==> config.mk <==
export PLATFORM = sky130hd
export DESIGN_NAME = mwire_multi_master
export DESIGN_NICKNAME = d
export VERILOG_FILES = /design/src/rtl/mwm_pkg.sv /design/src/rtl/mwm_regs.sv /design/src/rtl/mwm_seq.sv /design/src/rtl/mwm_cs.sv /design/src/rtl/mwire_multi_master.sv
export SDC_FILE = /design/constraint.sdc
export NUM_CORES = 1
export LEC_CHECK = 0
export BUFFER_PORTS_ARGS = -buffer_cell sky130_fd_sc_hd__buf_2
export CAP_MARGIN = 10
export CORE_MARGIN = 2
export CORE_UTILIZATION = 40
export CTS_BUF_LIST = sky130_fd_sc_hd__clkbuf_8 sky130_fd_sc_hd__clkbuf_16
export DETAILED_ROUTE_END_ITERATION = 7
export HOLD_SLACK_MARGIN = 0.03
export PLACE_DENSITY = 0.6
export SYNTH_ARGS = -nofsm -noshare
export SYNTH_HDL_FRONTEND = slang
export SYNTH_SLANG_ARGS = --single-unit
==> constraint.sdc <==
create_clock -name clk_i -period 2.1 [get_ports clk_i]
set_input_delay 0.105 -clock clk_i [delete_from_list [all_inputs] [get_ports clk_i]]
set_output_delay 0.105 -clock clk_i [all_outputs]
set_load 0.01 [all_outputs]
==> src/rtl/mwm_pkg.sv <==
package mwm_pkg;
  localparam int NDEV = 8;
  localparam int DEVW = $clog2(NDEV);
  localparam int DW   = 8;
  localparam int WW   = 2 * DW;
  localparam int AW   = 4;
  localparam int CHW  = $clog2(NDEV + 1);

  localparam logic [AW-1:0] A_GEN  = AW'(NDEV);
  localparam logic [AW-1:0] A_LOW  = AW'(NDEV + 1);
  localparam logic [AW-1:0] A_MODE = AW'(NDEV + 2);
  localparam logic [AW-1:0] A_POL  = AW'(NDEV + 3);
  localparam logic [AW-1:0] A_PDIR = AW'(NDEV + 4);
  localparam logic [AW-1:0] A_PORT = AW'(NDEV + 5);
  localparam logic [AW-1:0] A_STAT = AW'(NDEV + 6);

  typedef enum logic [1:0] {S_IDLE, S_LEAD, S_ACT, S_INA} seq_st_e;

  typedef struct packed {
    logic [CHW-1:0] chan;
    logic           wide;
    logic           pol;
  } xfer_cfg_t;
endpackage

==> src/rtl/mwm_regs.sv <==
module mwm_regs
  import mwm_pkg::*;
(
  input  logic            clk_i,
  input  logic            rst_ni,
  input  logic            wr_i,
  input  logic [AW-1:0]   addr_i,
  input  logic [DW-1:0]   wdata_i,
  output logic [DW-1:0]   rdata_o,
  input  logic            busy_i,
  input  logic            done_i,
  input  logic            fin_i,
  input  xfer_cfg_t       fin_cfg_i,
  input  logic [WW-1:0]   rx_i,
  input  logic [NDEV-1:0] cs_pin_i,
  output logic            start_o,
  output xfer_cfg_t       start_cfg_o,
  output logic [WW-1:0]   start_word_o,
  output logic [NDEV-1:0] pdir_o,
  output logic [NDEV-1:0] port_o
);
  logic [NDEV-1:0] mode_q, pol_q, pdir_q, port_q;
  logic [DW-1:0]   low_q;
  logic [DW-1:0]   stat_q [NDEV+1];
  logic [DEVW-1:0] cfg_idx;
  logic            dev_addr;

  assign dev_addr = addr_i <= A_GEN;
  // generic start borrows the top channel's settings
  assign cfg_idx  = (addr_i == A_GEN) ? DEVW'(NDEV - 1) : addr_i[DEVW-1:0];
  assign start_o  = wr_i && dev_addr && !busy_i;

  always_comb begin
    start_cfg_o.chan = CHW'(addr_i);
    start_cfg_o.wide = mode_q[cfg_idx];
    start_cfg_o.pol  = pol_q[cfg_idx];
  end
  assign start_word_o = {wdata_i, low_q};
  assign pdir_o       = pdir_q;
  assign port_o       = port_q;

  always_ff @(posedge clk_i or negedge rst_ni) begin
    if (!rst_ni) begin
      mode_q <= '0;
      pol_q  <= '0;
      pdir_q <= '0;
      port_q <= '1;
      low_q  <= '0;
      for (int i = 0; i <= NDEV; i++) stat_q[i] <= '0;
    end else begin
      if (wr_i) begin
        case (addr_i)
          A_LOW:  low_q  <= wdata_i;
          A_MODE: mode_q <= wdata_i[NDEV-1:0];
          A_POL:  pol_q  <= wdata_i[NDEV-1:0];
          A_PDIR: pdir_q <= wdata_i[NDEV-1:0];
          A_PORT: port_q <= wdata_i[NDEV-1:0];
          default: ;
        endcase
      end
      // returned status wins over a concurrent host write
      if (fin_i) begin
        stat_q[fin_cfg_i.chan] <= fin_cfg_i.wide ? rx_i[WW-1:DW] : rx_i[DW-1:0];
        if (fin_cfg_i.wide) low_q <= rx_i[DW-1:0];
      end
    end
  end

  always_comb begin
    rdata_o = '0;
    if (dev_addr) begin
      rdata_o = stat_q[CHW'(addr_i)];
    end else begin
      case (addr_i)
        A_LOW:  rdata_o = low_q;
        A_MODE: rdata_o = DW'(mode_q);
        A_POL:  rdata_o = DW'(pol_q);
        A_PDIR: rdata_o = DW'(pdir_q);
        A_PORT: rdata_o = DW'((pdir_q & port_q) | (~pdir_q & cs_pin_i));
        A_STAT: rdata_o = DW'(done_i);
        default: rdata_o = '0;
      endcase
    end
  end
endmodule

==> src/rtl/mwm_seq.sv <==
module mwm_seq
  import mwm_pkg::*;
#(
  parameter int CLK_DIV = 4
) (
  input  logic          clk_i,
  input  logic          rst_ni,
  input  logic          start_i,
  input  xfer_cfg_t     cfg_i,
  input  logic [WW-1:0] word_i,
  input  logic          si_i,
  output logic          sk_o,
  output logic          so_o,
  output logic          so_oe_o,
  output logic          busy_o,
  output logic          done_o,
  output logic          fin_o,
  output xfer_cfg_t     cfg_o,
  output logic [WW-1:0] rx_o
);
  localparam int TW = (CLK_DIV > 1) ? $clog2(CLK_DIV) : 1;
  localparam logic [TW-1:0] T_LOAD = TW'(CLK_DIV - 1);
  localparam int BW = $clog2(WW + 1);

  seq_st_e       st_q;
  logic [TW-1:0] tmr_q;
  logic [BW-1:0] bits_q, nbits;
  logic [WW-1:0] sh_q, rx_q;
  xfer_cfg_t     cfg_q;
  logic          done_q, fin_q, tmr_end;

  assign tmr_end = tmr_q == '0;
  assign nbits   = cfg_q.wide ? BW'(WW) : BW'(DW);

  always_ff @(posedge clk_i or negedge rst_ni) begin
    if (!rst_ni) begin
      st_q   <= S_IDLE;
      tmr_q  <= '0;
      bits_q <= '0;
      sh_q   <= '0;
      rx_q   <= '0;
      cfg_q  <= '0;
      done_q <= 1'b1;
      fin_q  <= 1'b0;
    end else begin
      fin_q <= 1'b0;
      case (st_q)
        S_IDLE: if (start_i) begin
          st_q   <= S_LEAD;
          tmr_q  <= T_LOAD;
          sh_q   <= word_i;
          cfg_q  <= cfg_i;
          bits_q <= '0;
          rx_q   <= '0;
          done_q <= 1'b0;
        end
        S_LEAD, S_INA: if (tmr_end) begin
          // active edge: capture returning bit
          st_q   <= S_ACT;
          tmr_q  <= T_LOAD;
          rx_q   <= {rx_q[WW-2:0], si_i};
          bits_q <= bits_q + 1'b1;
        end else begin
          tmr_q <= tmr_q - 1'b1;
        end
        S_ACT: if (tmr_end) begin
          tmr_q <= T_LOAD;
          if (bits_q == nbits) begin
            st_q   <= S_IDLE;
            done_q <= 1'b1;
            fin_q  <= 1'b1;
          end else begin
            st_q <= S_INA;
            sh_q <= {sh_q[WW-2:0], 1'b0};
          end
        end else begin
          tmr_q <= tmr_q - 1'b1;
        end
        default: st_q <= S_IDLE;
      endcase
    end
  end

  assign busy_o  = st_q != S_IDLE;
  assign so_oe_o = busy_o;
  assign so_o    = sh_q[WW-1];
  assign sk_o    = cfg_q.pol ^ (st_q == S_ACT);
  assign done_o  = done_q;
  assign fin_o   = fin_q;
  assign cfg_o   = cfg_q;
  assign rx_o    = rx_q;
endmodule

==> src/rtl/mwm_cs.sv <==
module mwm_cs
  import mwm_pkg::*;
(
  input  logic            busy_i,
  input  logic [CHW-1:0]  chan_i,
  input  logic [NDEV-1:0] pdir_i,
  input  logic [NDEV-1:0] port_i,
  output logic [NDEV-1:0] cs_o,
  output logic [NDEV-1:0] cs_oe_o
);
  for (genvar g = 0; g < NDEV; g++) begin : g_pin
    assign cs_o[g]    = (busy_i && chan_i == CHW'(g)) ? 1'b0 : port_i[g];
    assign cs_oe_o[g] = pdir_i[g];
  end
endmodule

==> src/rtl/mwire_multi_master.sv <==
module mwire_multi_master
  import mwm_pkg::*;
#(
  parameter int CLK_DIV = 4
) (
  input  logic            clk_i,
  input  logic            rst_ni,
  input  logic            wr_i,
  input  logic [AW-1:0]   addr_i,
  input  logic [DW-1:0]   wdata_i,
  output logic [DW-1:0]   rdata_o,
  output logic            sk_o,
  output logic            so_o,
  output logic            so_oe_o,
  input  logic            si_i,
  output logic [NDEV-1:0] cs_o,
  output logic [NDEV-1:0] cs_oe_o,
  input  logic [NDEV-1:0] cs_i,
  output logic            done_o
);
  logic            start, busy, done, fin;
  xfer_cfg_t       start_cfg, cur_cfg;
  logic [WW-1:0]   start_word, rx;
  logic [NDEV-1:0] pdir, port;
  logic [CHW-1:0]  xfer_chan;
  logic            xfer_pol;

  assign xfer_chan = cur_cfg.chan;
  assign xfer_pol  = cur_cfg.pol;
  assign done_o    = done;

  mwm_regs u_regs (
    .clk_i, .rst_ni, .wr_i, .addr_i, .wdata_i, .rdata_o,
    .busy_i(busy), .done_i(done), .fin_i(fin), .fin_cfg_i(cur_cfg), .rx_i(rx),
    .cs_pin_i(cs_i), .start_o(start), .start_cfg_o(start_cfg),
    .start_word_o(start_word), .pdir_o(pdir), .port_o(port)
  );

  mwm_seq #(.CLK_DIV(CLK_DIV)) u_seq (
    .clk_i, .rst_ni, .start_i(start), .cfg_i(start_cfg), .word_i(start_word),
    .si_i, .sk_o, .so_o, .so_oe_o, .busy_o(busy), .done_o(done),
    .fin_o(fin), .cfg_o(cur_cfg), .rx_o(rx)
  );

  mwm_cs u_cs (
    .busy_i(busy), .chan_i(xfer_chan), .pdir_i(pdir), .port_i(port),
    .cs_o, .cs_oe_o
  );
endmodule

## Word level (Yosys, flattened, before mapping)

Cells that the tools add are included.

| word-level totals | value |
|---|---|
| flip-flop bits (word level) | 161 |
| input port bits | 24 |
| output and inout port bits | 28 |
| word-level logic and storage cells | 142 |

| operators by class | value |
|---|---|
| $add $sub $neg | 2 |
| bitwise gates (word level) | 7 |
| mux-type cells | 52 |
| magnitude comparators | 5 |
| reductions and logical operators | 29 |
| equal/unequal tests | 23 |

Operators by type and width:

| cell | count |
|---|---|
| 16-bit two-way mux | 5 |
| 72-bit bitwise mux | 1 |
| 8-bit two-way mux | 9 |
| 16-bit one-hot mux with 2 select lines | 2 |
| 8-bit one-hot mux with 6 select lines | 1 |
| 8-bit binary-select mux with 4-bit select | 1 |
| 8-bit demux with 4-bit select | 1 |
| 4-bit equality test (second input constant) | 7 |
| 8-bit bitwise AND | 2 |
| 4-bit by 3-bit equality test with 1-bit output (second input constant) | 4 |
| 1-bit two-way mux | 16 |
| 5-bit two-way mux | 3 |
| 2-bit two-way mux | 6 |
| 1-bit logical AND | 11 |
| 5-bit greater-or-equal comparator (second input constant) | 2 |
| 4-bit inverter with 5-bit output | 2 |
| 5-bit one-hot mux with 2 select lines | 1 |
| 2-bit AND reduction | 5 |
| 4-bit by 2-bit equality test with 1-bit output (second input constant) | 2 |
| 8-bit inverter | 1 |
| 8-bit OR | 1 |
| 4-bit AND reduction | 2 |
| 1-bit binary-select mux with 3-bit select | 2 |
| 2-bit by 1-bit inequality test with 1-bit output (second input constant) | 3 |
| 22 further kinds | 28 |

## Logic depth before layout (Yosys ltp)

Gate-level depths: netlist of the first run.

| depth | value |
|---|---|
| depth in word-level cells | 6 |
| gate-level depth with buffers | 9 |
| depth with buffers taken out | 6 |

## Cells and area by module

Synthesis of the first run repeated with hierarchy kept, for this count alone.

| unflattened totals | value |
|---|---|
| cells, all modules | 735 |
| area total of the unflattened synthesis | 8129.0 µm² |

Modules (own cells, without submodules):

| module | seq. area each (µm²) | area an instance (µm²) | cells each | times used |
|---|---|---|---|---|
| mwm_regs | 2812.7 | 5714.2 | 515 | 1 |
| mwm_seq | 1227.4 | 2257.2 | 199 | 1 |
| mwm_cs | 0.0 | 157.7 | 21 | 1 |

## Worst setup path after synthesis of the first run

OpenSTA, ideal clock, no wires.

| timing | value |
|---|---|
| path kind | register to register |
| start point | register u_seq.tmr_q[0] |
| end point | register u_seq.rx_q[7], in the netlist u_seq.rx_o[7] |
| required time | 2034 ps |
| stages on the path, launching flop included | 10 |
| path buffers | 3 |
| library setup time | 66 ps |
| arrival | 1662 ps |
| clock period less this slack | 1728 ps |
| setup slack | 372 ps |
| path through | dfrtp_1 inv_1 ha_1 clkbuf_1 and2_1 buf_2 a31oi_2 buf_2 nand2_1 nand2_1 |

| between the ends | value |
|---|---|
| word-level cells in the longest chain between the ends | 3 |

RTL lines:

| element | RTL line | RTL |
|---|---|---|
| start, declared | mwm_seq.sv:26 | `logic [TW-1:0] tmr_q;` |
| start signal, assigned | mwm_seq.sv:64 | `tmr_q <= tmr_q - 1'b1;` |
| start signal, assigned | mwm_seq.sv:77 | `tmr_q <= tmr_q - 1'b1;` |
| 2-bit zero test | mwm_seq.sv:32 | `assign tmr_end = tmr_q == '0;` |
| 2-bit by 1-bit inequality test with 1-bit output (no line) | - |  |
| 3-bit AND reduction (no line) | - |  |
| end signal, assigned | mwm_seq.sv:61 | `rx_q <= {rx_q[WW-2:0], si_i};` |
| end, declared | mwm_seq.sv:28 | `logic [WW-1:0] sh_q, rx_q;` |

Every way passes these cells.
A chain may end at the register's enable or synchronous reset.

## Final worst setup path of the first run

| timing | value |
|---|---|
| start point | register u_regs.pol_q[7] |
| end point | output port rdata_o[7] |

| between the ends | value |
|---|---|
| word-level cells in the longest chain between the ends | 2 |

RTL lines:

| element | RTL line | RTL |
|---|---|---|
| start, declared | mwm_regs.sv:22 | `logic [NDEV-1:0] mode_q, pol_q, pdir_q, port_q;` |
| start signal, assigned | mwm_regs.sv:55 | `A_POL: pol_q <= wdata_i[NDEV-1:0];` |
| 8-bit one-hot mux with 6 select lines | mwm_regs.sv:74 | `case (addr_i)` |
| 8-bit two-way mux | mwm_regs.sv:71 | `if (dev_addr) begin` |
| end, declared | mwire_multi_master.sv:11 | `output logic [DW-1:0] rdata_o,` |

Every way passes these cells.

==> reports/summary.txt, run 1 <==
largest family of logic cells by synthesized area: multiplexers
Required @ worst endpoint: 2.00 ns
fraction of layout cells with a size suffix above 1: 0.257
fill count: 1821
DR WL/cell: 19.6 um
pwr dens: 1180 mW/mm2
HP Class: in -> reg
Fmax: 0.480 GHz
clock latency on the worst-skew pair: 0.44 ns
final hold violations: 0
Pwr Total: 0.0108 W
worst stage delay on the critical path: 0.47 ns
total number of vias: 5930
Arr. time, crit path: 1.98 ns
normalized max-slew margin: 0.562
DP HPWL: 14400 um
Synth top area share: 0.485
Post-Synth XOR/XNOR Area: 0.00446
largest net degree at the start of global routing: 58
Async SR Flop Fraction: 1.00
crit path buf inv count: 1
Mapped Nets: 761
post-synthesis cell count: 734
# IOs: 52
Startpoint Class: register
Seq/Total Area, Yosys: 0.515
post-synthesis register bit count: 161
Die W: 144 um
most common cell in the synthesized netlist: dfrtp_1
RePlAce Congestion: 0.896
critical path capture point type: output port
largest delay contributor family on the critical path: multiplexers
CTS tree: yes
CTS Root Cell: clkbuf_16
ANT nets after route: 0
Area Overhead vs Synth: 16.9%
critical-path cell list: mux4_2 -> mux2i_1 -> nor2_1 -> a221o_1 -> buf_2
clk_skew: 0.0194 ns
Adder-Cell Fraction of Synth Area: 0.00478
floorplan row count: 51
Synth area leader: dfrtp_1
clk sinks: 161
Cell Count, Final, Fillers Out: 1079
clock period minus worst slack: 2.08 ns
DRT iter0 DRCs: 470
clk slew on worst S/H paths: 0.07 ns
# nets final: 827
yosys warns: 0
first-pass GRT wire length: 33100 um
drt first pass iters: 5
chip height: 144 um
slowest stage cell, crit path: mux4_2
Synth top cells by count: 152 x dfrtp_1, 111 x nand2_1, 69 x o21ai_0
post-layout util: 0.474
vias per std cell: 5.50
die area: 0.0208 mm2
port buffer count: 51
Cell Area, Synth: 0.00785 mm2
RSZ-0062 raised after global routing: yes
post-synth cell types: 63
area of the core: 0.0193 mm2
Max Buffers Root-to-Sink: 2
EDFF count, synth: 0
Worst Path Max Fanout: 3
Mean Syn Cell Area: 10.7 um2
LEAKAGE: 4.10 nW
max cap viols: 0
Tightest Pin Transition: 0.656 ns
antenna violations before repair: 1
Peak supply drop: 0.466 mV
Max Slew Vio Count: 0
Area contributors post-synth: dfrtp_1 48%, mux4_2 5.5%, nand2_1 5.3%
period utilization: 0.993
vias in the first global route: 5722
dpl cells: 1040
H-tree depth: 4
endpoints failing setup: 0
critical path type: reg -> out
WL final: 21200 um
total congestion overflow: 0
post-synthesis mux area share: 0.157
post-synthesis simple-gate area fraction: 0.130
total negative slack: 0 ns
compound-cell area share of the yosys netlist: 0.145
CTS buffer count: 17
status: finished clean
Post-synth top flop: dfrtp_1
initial core utilization: 0.406
detailed-route DRC error count: 0
Tot GR Track Use: 0.214
[stage by stage]
stage	hold WS [ns]	worst slack (ns)	area [um2]
after global placement	0.124	0.137	8520
after floorplan	-0.191	0.372	7850
after global routing	0.0554	-0.0691	9170
after detailed placement	0.128	0.0939	8520
final	0.0675	0.0153	9170
after CTS	0.0451	-0.00341	9140
[registers in the layout (all words and copies together), names as in the netlist]
name           cells
u_seq.done_o       1
u_regs.mode_q      8
u_regs.stat_q     72
u_seq.st_q         2
u_seq.cfg_o        6
u_seq.tmr_q        2
u_seq.sh_q        16
u_regs.low_q       8
u_seq.bits_q       5
u_seq.fin_o        1
u_regs.port_o      8
u_regs.pol_q       8
u_seq.rx_o        16
u_regs.pdir_o      8
[what timing repair did]
item | CTS | global route
hold buffers | 3 | 0
buffers inserted | 0 | 3
resized for setup | 1 | 8
endpoints found under the setup margin | 1 | 11
gates cloned | 0 | 0
pin swaps | 0 | 2
endpoints found under the hold margin | 55 | 0
[power by group]
group | switching, W | total (W) | leakage (nW) | internal (W)
combinational | 0.00180 | 0.00312 | 1.74 | 0.00132
sequential | 0.000680 | 0.00453 | 2.07 | 0.00385
clock | 0.00141 | 0.00320 | 0.292 | 0.00179
total | 0.00389 | 0.0108 | 4.10 | 0.00695
[path summary, 6_finish.rpt]
check	startpoint	endpoint	slack, ns	cells past startpoint
setup / recovery	u_regs.pol_q[7]	rdata_o[7]	0.02	5
hold / removal	wdata_i[4]	u_regs.pol_q[4]	0.07	2
setup reg to reg	u_seq.cfg_o[3]	u_regs.stat_q[33]	0.45	4
hold reg to reg	u_seq.rx_o[15]	u_seq.rx_o[15]	0.47	2
max in group asynchronous	rst_ni	u_regs.stat_q[32]	1.23	3
min in group asynchronous	rst_ni	u_seq.sh_q[8]	0.22	2
[cells by family (layout without fill, tap and decap cells)]
logic type | count (synthesis) | after routing
xor gates and xnor gates | 4 | 4
AOI/OAI and AO/OA | 182 | 182
adders and majority gates | 3 | 3
muxes | 90 | 90
and+or+nand+nor | 227 | 227
other | 0 | 1
DFF | 161 | 161
buffers and inverters | 67 | 146
[layout by cell type (no fill, tap or decap), drive strengths merged, types with 2 or more instances in the layout]
cell type,instances
nand2,111
a21oi,42
dfrtp,152
inv,23
nand3,22
and3,3
o2bb2ai,2
xor2,4
clkinvlp,2
ha,3
and3b,2
clkbuf,18
nand4,3
a21boi,4
and2b,2
nor2,54
a22o,4
dlygate4sd3,3
a211o,2
o21a,2
a311oi,17
dfstp,9
a221o,5
a31oi,20
nand3b,2
o21ai,71
mux4,22
nor3,12
o22ai,2
clkinv,4
buf,94
mux2i,34
mux2,34
a221oi,3
and2,3
bufinv,2
nor2b,7
o31a,3
[final cells by class]
type	count	area, um2	share of cell area
multi-input combinational	506	3470	0.378
tap	265	332	0.0361
antenna	1	2.50	0.000273
inverter	16	63.8	0.00696
clock buffer	17	425	0.0464
clock inverter	15	168	0.0183
sequential	161	4040	0.441
timing repair buffer	98	674	0.0735
[per-layer routing]
metal	vias to the layer above	routed length, um	track usage
met2	169	9550	0.317
met4	0	483	0.0851
li1	2768	-	-
met1	2971	10100	0.309
met5	-	0	0
met3	22	996	0.0397
(Power assumes the default switching activity.)
==> run 2, diff against run 1 <==
--- a/config.mk
+++ b/config.mk
@@ -8,11 +8,11 @@
 export BUFFER_PORTS_ARGS = -buffer_cell sky130_fd_sc_hd__buf_2
 export CAP_MARGIN = 10
 export CORE_MARGIN = 2
-export CORE_UTILIZATION = 40
+export CORE_UTILIZATION = 55
 export CTS_BUF_LIST = sky130_fd_sc_hd__clkbuf_8 sky130_fd_sc_hd__clkbuf_16
 export DETAILED_ROUTE_END_ITERATION = 7
 export HOLD_SLACK_MARGIN = 0.03
-export PLACE_DENSITY = 0.6
+export PLACE_DENSITY = 0.76
 export SYNTH_ARGS = -nofsm -noshare
 export SYNTH_HDL_FRONTEND = slang
 export SYNTH_SLANG_ARGS = --single-unit
==> reports/summary.txt, run 2 (synthesis gave the netlist of run 1 again) <==
antenna violations before repair: 0 (-1)
CTS Root Cell: clkbuf_16
Tightest Pin Transition: 0.635 ns (-0.0215 ns)
Max Buffers Root-to-Sink: 2 (unchanged)
DP HPWL: 14200 um (-1.2%)
DRT iter0 DRCs: 669 (+42%)
Fmax: 0.480 GHz (about the same)
setup slack after placement: 0.197 ns (+0.103 ns)
CTS buffer count: 17 (unchanged)
max cap viols: 0 (unchanged)
drt first pass iters: 8 (+3)
slowest stage cell, crit path: mux4_2
total congestion overflow: 0 (unchanged)
RSZ-0062 raised after global routing: yes
# nets final: 816 (-1.3%)
H-tree depth: 4 (unchanged)
violated checks: design-rule violations
Required @ worst endpoint: 2.00 ns (about the same)
vias per std cell: 6.21 (+13%)
normalized max-slew margin: 0.577 (+0.0143)
HP Class: in -> reg
clk_skew: 0.0143 ns (-0.00511 ns)
Area Overhead vs Synth: 13.7%
first-pass GRT wire length: 32100 um (-3.1%)
RePlAce Congestion: 0.912 (+1.9%)
commonest non-fill, non-tap cells in the layout: 152 x dfrtp_1, 111 x nand2_1, 69 x o21ai_0, 52 x nor2_1, 50 x buf_2
post-layout util: 0.641 (+0.166)
clk slew on worst S/H paths: 0.07 ns (about the same)
post-route cell area: 0.00893 mm2 (-2.7%)
clk sinks: 161 (unchanged)
largest net degree at the start of global routing: 60 (+3.4%)
Max Slew Vio Count: 0 (unchanged)
Cell Count, Final, Fillers Out: 982 (-9.0%)
Post-DP Area: 0.00834 mm2 (-2.1%)
Largest Register: u_regs.stat_q
final setup margin: 0.0145 ns (-0.000798 ns)
Die W: 123 um (-14%)
detailed-route DRC error count: 4 (+4)
critical-path cell list: mux4_2 -> mux2i_1 -> nor2_1 -> a221o_1 -> buf_2
CTS tree: yes
dpl cells: 947 (-8.9%)
worst stage delay on the critical path: 0.49 ns (+0.02 ns)
floorplan row count: 43 (-16%)
critical path capture point type: output port
Arr. time, crit path: 1.98 ns (about the same)
area of the core: 0.0139 mm2 (-28%)
critical path type: reg -> out
fraction of layout cells with a size suffix above 1: 0.239 (-0.0177)
Peak supply drop: 0.599 mV (+29%)
clock latency on the worst-skew pair: 0.42 ns (-0.02 ns)
clock period minus worst slack: 2.09 ns (+0.000799 ns)
# IOs: 52 (unchanged)
Tot GR Track Use: 0.281 (+0.0678)
WL final: 20400 um (-3.5%)
period utilization: 0.993 (about the same)
vias in the first global route: 5833 (+1.9%)
max reg flops: 72 (unchanged)
LEAKAGE: 4.03 nW (-1.8%)
endpoints failing setup: 0 (unchanged)
final hold violations: 0 (unchanged)
ant diodes: 0 (-1)
commonest non-fill, non-tap cell in the layout: dfrtp_1
Worst Path Max Fanout: 4 (+1)
pwr dens: 1180 mW/mm2 (-0.14%)
chip height: 123 um (-14%)
die area: 0.0152 mm2 (-27%)
total number of vias: 6099 (+2.8%)
fill count: 1106 (-39%)
Startpoint Class: register
status: finished, violations left
DR WL/cell: 20.8 um (+6.0%)
ANT nets after route: 0 (unchanged)
port buffer count: 51 (unchanged)
initial core utilization: 0.563 (+0.157)
Final Hold Slack: 0.0441 ns (-0.0234 ns)
[run 2: repair_timing]
item	in CTS	in global routing
buffers inserted	0	0
hold endpoints to repair	58	0
gates resized for setup	0	2
setup endpoints to repair	0	4
hold buffers	3	0
[run 2: area by class of cell]
type / instances / area (um2) / area share
Clock inverter: 13 / 103 / 0.0115
Multi-Input combinational cell: 506 / 3470 / 0.389
Timing Repair Buffer: 87 / 577 / 0.0646
Sequential cell: 161 / 4040 / 0.452
Inverter: 16 / 60.1 / 0.00673
Clock buffer: 19 / 453 / 0.0507
Tap cell: 180 / 225 / 0.0252
[run 2: worst paths after layout]
check | from | slack [ns] | endpoint | cells after the start
setup / recovery | u_regs.pol_q[7] | 0.01 | rdata_o[7] | 5
hold / removal | wdata_i[4] | 0.04 | u_regs.port_o[4] | 2
setup reg to reg | u_seq.st_q[1] | 0.41 | u_seq.cfg_o[1] | 5
hold reg to reg | u_regs.stat_q[54] | 0.48 | u_regs.stat_q[54] | 2
max in group asynchronous | rst_ni | 1.14 | u_seq.done_o | 3
min in group asynchronous | rst_ni | 0.23 | u_seq.sh_q[9] | 2
[run 2: critical path: cells and delay by family, from the launching register on]
family	cells	cell delay, ns
AO/OA/AOI/OAI	1	0.27
AND/OR/NAND/NOR	1	0.08
buffers and inverters	1	0.14
multiplexers	2	0.63
flip-flops	1	0.43
[run 2: metrics by stage]
stage,total power [W],TNS (ns)
finish,0.0105,0
global route,0.0111,-0.0696
CTS,0.0105,0
detailed placement,0.00763,0
global placement,0.00743,0
floorplan,0.00641,0
[run 2: per-layer routing]
metal / vias up / wire length [um] / track usage
met5: - / 0 / 0
met4: 0 / 322 / 0.0838
met3: 25 / 1240 / 0.0466
met2: 215 / 10100 / 0.456
met1: 3105 / 8750 / 0.392
li1: 2754 / - / -
[run 2: report_power, final]
group          leakage, nW  switching (W)  internal (W)
Sequential            2.07       0.000677       0.00385
Combinational         1.69        0.00185       0.00129
Clock                0.266        0.00129       0.00159
Total                 4.03        0.00381       0.00673
==> run 3, diff against run 2 <==
--- a/config.mk
+++ b/config.mk
@@ -5,14 +5,14 @@
 export SDC_FILE = /design/constraint.sdc
 export NUM_CORES = 1
 export LEC_CHECK = 0
-export BUFFER_PORTS_ARGS = -buffer_cell sky130_fd_sc_hd__buf_2
+export BUFFER_PORTS_ARGS = -buffer_cell sky130_fd_sc_hd__buf_4
 export CAP_MARGIN = 10
 export CORE_MARGIN = 2
 export CORE_UTILIZATION = 55
 export CTS_BUF_LIST = sky130_fd_sc_hd__clkbuf_8 sky130_fd_sc_hd__clkbuf_16
 export DETAILED_ROUTE_END_ITERATION = 7
 export HOLD_SLACK_MARGIN = 0.03
-export PLACE_DENSITY = 0.76
+export PLACE_DENSITY = 0.75
 export SYNTH_ARGS = -nofsm -noshare
 export SYNTH_HDL_FRONTEND = slang
 export SYNTH_SLANG_ARGS = --single-unit
==> reports/summary.txt, run 3 (synthesis gave the netlist of run 1 again) <==
DP HPWL: 13700 um (-3.5%)
clk sinks: 161 (unchanged)
GR met2 Demand/Resource: 0.408 (-0.0484)
normalized max-slew margin: 0.584 (+0.00677)
Required @ worst endpoint: 2.00 ns (about the same)
clock latency on the worst-skew pair: 0.44 ns (+0.02 ns)
CTS tree: yes
LEAKAGE: 4.12 nW (+2.3%)
RSZ-0062 raised after global routing: yes
FF/Latch Area: 0.00404 mm2 (unchanged)
pwr dens: 1180 mW/mm2 (about the same)
antenna violations before repair: 0 (unchanged)
endpoints failing setup: 2 (+2)
final setup margin: -0.00978 ns (-0.0243 ns)
setup slack after placement: 0.147 ns (-0.0495 ns)
Worst Path Max Fanout: 2 (-2)
period utilization: 1.00 (+0.0116)
met1 Use GR: 0.403 (+0.0117)
CTS buffer count: 17 (unchanged)
Max Buffers Root-to-Sink: 2 (unchanged)
port buffer count: 51 (unchanged)
Tot GR Track Use: 0.280 (-0.00180)
DR WL/cell: 20.3 um (-2.5%)
status: finished, violations left
area of the core: 0.0139 mm2 (unchanged)
ANT nets after route: 0 (unchanged)
Die W: 123 um (unchanged)
Area Overhead vs Synth: 17.1%
chip height: 123 um (unchanged)
Largest Register: u_regs.stat_q
violated checks: negative setup slack
sequential fraction of design power: 0.416 (-0.013)
ant diodes: 0 (unchanged)
drt first pass iters: 5 (-3)
commonest non-fill, non-tap cell in the layout: dfrtp_1
H-tree depth: 4 (unchanged)
commonest non-fill, non-tap cells in the layout: 152 x dfrtp_1, 111 x nand2_1, 84 x buf_4, 68 x o21ai_0, 52 x nor2_1
first-pass GRT wire length: 31600 um (-1.4%)
Int Power: 0.00695 W (+3.4%)
GR peak layer: met2
clk_skew: 0.00713 ns (-0.00719 ns)
Max Slew Vio Count: 0 (unchanged)
clock network fraction of design power: 0.286 (+0.013)
RePlAce Congestion: 0.899 (-1.4%)
Fmax: 0.474 GHz (-1.2%)
DRT iter0 DRCs: 638 (-4.6%)
critical path type: reg -> out
# IOs: 52 (unchanged)
total number of vias: 6197 (+1.6%)
clk slew on worst S/H paths: 0.07 ns (about the same)
critical path capture point type: output port
fraction of layout cells with a size suffix above 1: 0.246 (+0.00660)
clock period minus worst slack: 2.11 ns (+0.0243 ns)
area of the multi-input gates: 0.00348 mm2 (+0.18%)
Startpoint Class: register
vias in the first global route: 5782 (-0.87%)
Comb power frac: 0.298 (about the same)
total congestion overflow: 0 (unchanged)
die area: 0.0152 mm2 (unchanged)
Tightest Pin Transition: 0.625 ns (-0.00980 ns)
max reg flops: 72 (unchanged)
largest net degree at the start of global routing: 48 (-20%)
max cap viols: 0 (unchanged)
GR Util met3: 0.0803 (+0.0337)
Peak supply drop: 0.616 mV (+2.9%)
Arr. time, crit path: 2.00 ns (+0.02 ns)
post-layout util: 0.660 (+0.0189)
Net Sw Power: 0.00390 W (+2.3%)
Sw Share: 0.359 (-0.00237)
fill count: 1020 (-7.8%)
initial core utilization: 0.563 (unchanged)
final hold violations: 0 (unchanged)
detailed-route DRC error count: 0 (-4)
floorplan row count: 43 (unchanged)
# nets final: 827 (+1.3%)
WL final: 20200 um (-1.4%)
vias per std cell: 6.24 (+0.48%)
HP Class: in -> reg
CTS Root Cell: clkbuf_16
run 3: cell types whose count changed in the layout (fill, tap and decap cells not counted), moves of 2 or more:
cell           change
clkinv_8           +2
clkbuf_8           -2
buf_2             -50
inv_8              +3
clkinv_4           -3
dlygate4sd3_1      +7
buf_4             +54
run 3: path summary, 6_finish.rpt:
path                       slack, ns                 to  cells after the start            start
setup reg to reg                0.43  u_regs.stat_q[32]                      4   u_seq.cfg_o[3]
hold / removal                  0.08     u_seq.cfg_o[4]                      3        addr_i[2]
setup / recovery               -0.01         rdata_o[7]                      5  u_regs.pol_q[7]
max in group asynchronous       1.23  u_regs.stat_q[28]                      3           rst_ni
min in group asynchronous       0.18     u_seq.sh_q[11]                      2           rst_ni
hold reg to reg                 0.47     u_seq.rx_o[15]                      2   u_seq.rx_o[15]
run 3: power by group through the flow:
stage	Sequential (W)	Combinational [W]	Clock [W]
floorplan	0.00431	0.00211	0
finish	0.00451	0.00323	0.00311
global route	0.00459	0.00356	0.00328
CTS	0.00448	0.00320	0.00315
detailed placement	0.00452	0.00314	0
global placement	0.00448	0.00302	0
run 3: routing by layer:
metal	vias up	wire (um)
met4	0	489
met2	281	9420
met3	39	1610
met5	-	0
li1	2779	-
met1	3098	8640
run 3: area by class of cell:
type                            count  share of cell area
Timing Repair Buffer               98              0.0863
Clock inverter                     15              0.0185
Clock buffer                       17              0.0463
Multi-Input combinational cell    506               0.378
Tap cell                          180              0.0245
Inverter                           16             0.00653
Sequential cell                   161               0.440
run 3: stage by stage:
| step | hold WS [ns] | cell area (um2) | instances | TNS (ns) | power [W] |
|---|---|---|---|---|---|
| 2_1_floorplan | -0.191 | 7850 | 734 | 0 | 0.00641 |
| 3_3_place_gp | 0.0635 | 8450 | 947 | 0 | 0.00750 |
| 3_5_place_dp | 0.0718 | 8450 | 947 | 0 | 0.00766 |
| 4_1_cts | 0.0523 | 9180 | 992 | -0.00728 | 0.0108 |
| 5_1_grt | 0.0759 | 9190 | 993 | -0.133 | 0.0114 |
| 6_report | 0.0779 | 9190 | 993 | -0.0102 | 0.0109 |
run 3: timing repair:
action	4_1_cts	5_1_grt
gates cloned	0	0
pin swaps	0	0
endpoints found under the setup margin	5	7
buffers inserted	3	1
hold buffers	10	0
endpoints found under the hold margin	152	0
gates resized for setup	5	3
run 3: worst max-delay path, cell delays in order (launching register included):
cell and delay (ns):
dfrtp_1 0.42, mux4_2 0.49, mux2i_1 0.14, nor2_1 0.08, a221o_1 0.30, buf_6 0.13
